File: config.mk
export PLATFORM = sky130hd
export DESIGN_NAME = pwr_arbiter
export DESIGN_NICKNAME = d
export VERILOG_FILES = /design/src/rtl/pwr_pkg.sv /design/src/rtl/pwr_req_decode.sv /design/src/rtl/pwr_chan_fsm.sv /design/src/rtl/pwr_ref_ctrl.sv /design/src/rtl/pwr_arbiter.sv
export SDC_FILE = /design/constraint.sdc
export NUM_CORES = 1
export LEC_CHECK = 0
export ABC_AREA = 1
export BUFFER_PORTS_ARGS = -buffer_cell sky130_fd_sc_hd__clkbuf_2
export CAP_MARGIN = 30
export CORE_AREA = 2 2 39 41
export DETAILED_ROUTE_END_ITERATION = 8
export DIE_AREA = 0 0 41 43
export GPL_ROUTABILITY_DRIVEN = 0
export PLACE_DENSITY_LB_ADDON = 0.25
export SETUP_SLACK_MARGIN = 0.4
export SLEW_MARGIN = 20
export SYNTH_ARGS = -nofsm -noshare
export SYNTH_HDL_FRONTEND = slang
export SYNTH_SLANG_ARGS = --single-unit
File: constraint.sdc
create_clock -name clk -period 0.8 [get_ports clk]
set_clock_uncertainty 0.1 [all_clocks]
set_input_delay 0.04 -clock clk [delete_from_list [all_inputs] [get_ports clk]]
set_output_delay 0.04 -clock clk [all_outputs]
set_load 0.005 [all_outputs]
File: src/rtl/pwr_pkg.sv
package pwr_pkg;

    typedef enum logic [1:0] {
        CH_DOWN = 2'd0,
        CH_WAKE = 2'd1,
        CH_RUN  = 2'd2
    } ch_state_e;

    typedef struct packed {
        logic cnt_en;
        logic cnt_rst;
        logic cp_hiz;
        logic down;
    } ch_ctrl_t;

    // Output controls implied by a channel state.
    function automatic ch_ctrl_t ctrl_of(ch_state_e st);
        ch_ctrl_t c;
        c.cnt_en  = (st != CH_DOWN);
        c.cnt_rst = (st != CH_RUN);
        c.cp_hiz  = (st != CH_RUN);
        c.down    = (st != CH_RUN);
        return c;
    endfunction

    // Next state from the current state and the down request.
    function automatic ch_state_e next_state(ch_state_e st, logic dn);
        ch_state_e n;
        n = st;
        if (dn) begin
            n = CH_DOWN;
        end else begin
            unique case (st)
                CH_DOWN: n = CH_WAKE;
                CH_WAKE: n = CH_RUN;
                default: n = CH_RUN;
            endcase
        end
        return n;
    endfunction

endpackage

File: src/rtl/pwr_req_decode.sv
module pwr_req_decode #(
    parameter int N_CH = 2
) (
    input  logic [N_CH-1:0] en_pin,
    input  logic [N_CH-1:0] pd_bit,
    output logic [N_CH-1:0] down_req
);
    logic all_pins_high;

    always_comb begin
        all_pins_high = &en_pin;
    end

    for (genvar i = 0; i < N_CH; i++) begin : g_req
        always_comb begin
            if (!en_pin[i]) begin
                down_req[i] = 1'b1;
            end else if (all_pins_high) begin
                down_req[i] = pd_bit[i];
            end else begin
                down_req[i] = 1'b0;
            end
        end
    end
endmodule

File: src/rtl/pwr_chan_fsm.sv
module pwr_chan_fsm
    import pwr_pkg::*;
(
    input  logic     clk,
    input  logic     rst,
    input  logic     down_req,
    output ch_ctrl_t ctrl
);
    ch_state_e st_q;

    always_ff @(posedge clk) begin
        if (rst) begin
            st_q <= CH_DOWN;
        end else begin
            st_q <= next_state(st_q, down_req);
        end
    end

    always_comb begin
        ctrl = ctrl_of(st_q);
    end
endmodule

File: src/rtl/pwr_ref_ctrl.sv
module pwr_ref_ctrl #(
    parameter int N_CH = 2
) (
    input  logic            clk,
    input  logic            rst,
    input  logic [N_CH-1:0] down_req,
    input  logic            dbl_en,
    output logic            ref_en
);
    logic ref_q;

    always_ff @(posedge clk) begin
        if (rst) begin
            ref_q <= 1'b0;
        end else begin
            ref_q <= dbl_en | ~(&down_req);
        end
    end

    assign ref_en = ref_q;
endmodule

File: src/rtl/pwr_arbiter.sv
module pwr_arbiter
    import pwr_pkg::*;
#(
    parameter int N_CH = 2
) (
    input  logic            clk,
    input  logic            rst,
    input  logic [N_CH-1:0] en_pin,
    input  logic [N_CH-1:0] pd_bit,
    input  logic            dbl_en,
    output logic [N_CH-1:0] cnt_en,
    output logic [N_CH-1:0] cnt_rst,
    output logic [N_CH-1:0] cp_hiz,
    output logic [N_CH-1:0] ch_down,
    output logic            ref_en
);
    logic [N_CH-1:0] down_req;

    pwr_req_decode #(.N_CH(N_CH)) u_dec (
        .en_pin   (en_pin),
        .pd_bit   (pd_bit),
        .down_req (down_req)
    );

    for (genvar i = 0; i < N_CH; i++) begin : g_ch
        ch_ctrl_t ctrl;

        pwr_chan_fsm u_fsm (
            .clk      (clk),
            .rst      (rst),
            .down_req (down_req[i]),
            .ctrl     (ctrl)
        );

        assign cnt_en[i]  = ctrl.cnt_en;
        assign cnt_rst[i] = ctrl.cnt_rst;
        assign cp_hiz[i]  = ctrl.cp_hiz;
        assign ch_down[i] = ctrl.down;
    end

    pwr_ref_ctrl #(.N_CH(N_CH)) u_ref (
        .clk      (clk),
        .rst      (rst),
        .down_req (down_req),
        .dbl_en   (dbl_en),
        .ref_en   (ref_en)
    );
endmodule

==> run metrics <==
die area 1760 µm²; vias in the first global route 166; max-cap violations 0; hold crit path type in -> reg; Hold Vio Cnt, Final 4; Netlist Area Pre-Place 225 µm²; Setup WS post-layout -148 ps; pins over their slew limit 0; clk_lat worst skew 230 ps; Syn Area/Cell 8.04 µm²; setup violators final 9; DRC viols 0; crit path from g_ch[1].u_fsm.st_q[0]; flop and latch count out of synthesis 5; reg2reg setup slack -10 ps; PD cells 1790 nW/µm²; largest net degree at the start of global routing 4; WP data required 660 ps; antenna-violating nets left 0; Synth cell types 9; R2R depth 4; num rows 14; area taken by multi-input logic gates 106 µm²; post-layout minimum cycle time 948 ps; failing checks negative hold slack, negative setup slack; synth top area cells dfxtp_1 (44%), buf_4 (13%), nor2_2 (11%), nand3_2 (8.9%), nand2_1 (8.3%); Gate Count Post-Synth 28; Pre-antenna DRT Iters 1; most frequent cells in the layout clkbuf_2 (15), dfxtp_2 (5), inv_2 (4), clkbuf_4 (3); most common cell after layout, fill and taps aside clkbuf_2; fmax 1.05 GHz; FF/Latch Area 106 µm²; critical path arrival 810 ps; All-Layer GR Usage 0.0453; Initial Utilization 0.163; PortBufs 15; leading area contributor after synthesis dfxtp_1; CTS Buf Count 3; Syn Nets 35; drt total wl 347 µm; DIE WIDTH 41 µm; antenna violations before repair 0; global-route wire length before repair 531 µm; Die Height 43 µm; clock buffer depth 2; post-synth top area share 0.444; Worst path max stage delay 330 ps; Root Buffer clkbuf_4; worst slew pin tran 89.4 ps; critical path's slowest cell dfxtp_2; io pins 16; wire per inst 5.78 µm; Fillers 158; critical path class reg -> out; FF-to-FF Start g_ch[0].u_fsm.st_q[1]; CTS H-tree lvls 1; critical path endpoint cnt_en[1]; Worst Hold Margin -71.4 ps; placed cells 55; via/cell ratio 3.38; CP Launch Type flip-flop; DP HPWL 328 µm; worst relative slew slack 0.940; Layout area overhead 61.1%; CP cell instances nor2_4 -> inv_2 -> clkbuf_2; clk sinks 5; outcome complete, but fails checks; synthesis warning total 0; remaining global-route overflow 0; CTS tree yes; final non-filler cell total 60; Core Area 1380 µm²; Clock transition at path regs 40 ps; crit share post-route 1.19; sequential fraction of the synthesis area 0.444; RSZ-0062 raised after global routing true; layout cells sized above 1 0.886; Max rail drop VDD 0.000436 V; Nets 52; Via Count 203; Iteration-0 DRC Markers 0; worst r2r dst g_ch[0].u_fsm.st_q[0]; Worst Setup End Kind primary output; diode count 0; CP Max Fanout 2; leak pwr 0.186 nW
-- kinds of logic (layout without fill, tap and decap cells) --
kind of cell,count (synthesis),count (layout),synth area share
buffers and inverters,9,25,0.217
AND/OR/NAND/NOR,14,14,0.339
flip-flops,5,5,0.444
-- through the flow --
step	setup TNS (ps)	util	setup WS, ps	power (W)	cell area (µm²)
detailed placement	0	0.229	68.5	0.000366	317
global route	-1450	0.262	-183	0.000686	363
CTS	-1190	0.259	-170	0.000667	358
global placement	0	0.229	65.1	0.000367	317
floorplan	0	-	104	0.000327	251
finish	-1050	0.262	-148	0.000649	363
-- cell usage after synthesis (all sizes together) --
master	count
nor2	6
dfxtp	5
inv	5
nand2	5
buf	4
nand3	3
-- metal layers --
metal  routed length [µm]  global-route usage  part of all wire  up-vias
met5                    0                   0                 0        -
met4                    0              0.0600                 0        0
met3                   38                   0              0.11        0
met2                  181              0.0594              0.52        9
met1                  127              0.0550              0.37       82
li1                     -                   -                 -      112
-- final cells by class --
class	count	area share
Tap cell	16	0.0552
Timing Repair Buffer	16	0.228
Sequential cell	5	0.293
Clock buffer	4	0.0724
Inverter	5	0.0586
Multi-Input combinational cell	14	0.293
-- sequential cells by signal (all words and copies together) (netlist names) --
signal and flops:
g_ch.u_fsm.st_q 4, u_ref.ref_en 1
-- worst min-delay path by stage --
stage / startpoint / to / slack [ps] / cells past startpoint
after floorplan: dbl_en / u_ref.ref_en / 70 / 2
after global placement: dbl_en / u_ref.ref_en / 170 / 3
after detailed placement: dbl_en / u_ref.ref_en / 170 / 3
after CTS: dbl_en / u_ref.ref_en / -80 / 3
after global routing: dbl_en / u_ref.ref_en / -60 / 3
final: dbl_en / u_ref.ref_en / -70 / 3
-- power by group --
part	switching, W	total [W]	internal, W	leakage, nW
clock network	0.0000879	0.000275	0.000188	0.0150
logic	0.0000470	0.0000964	0.0000495	0.128
registers	0.0000106	0.000277	0.000267	0.0428
-- timing repair --
action | 4_1_cts | 5_1_grt
pin swaps | 3 | 3
setup endpoints to repair | 13 | 13
hold endpoints to repair | 5 | 2
setup buffers | 1 | 0
gates resized for setup | 3 | 3
-- critical path, delay by kind of cell (launching register included) --
family	cells	cell delay, ps
flip-flops	1	330
buffers and inverters	2	140
AND/OR/NAND/NOR	1	110
(Power assumes the default switching activity.)
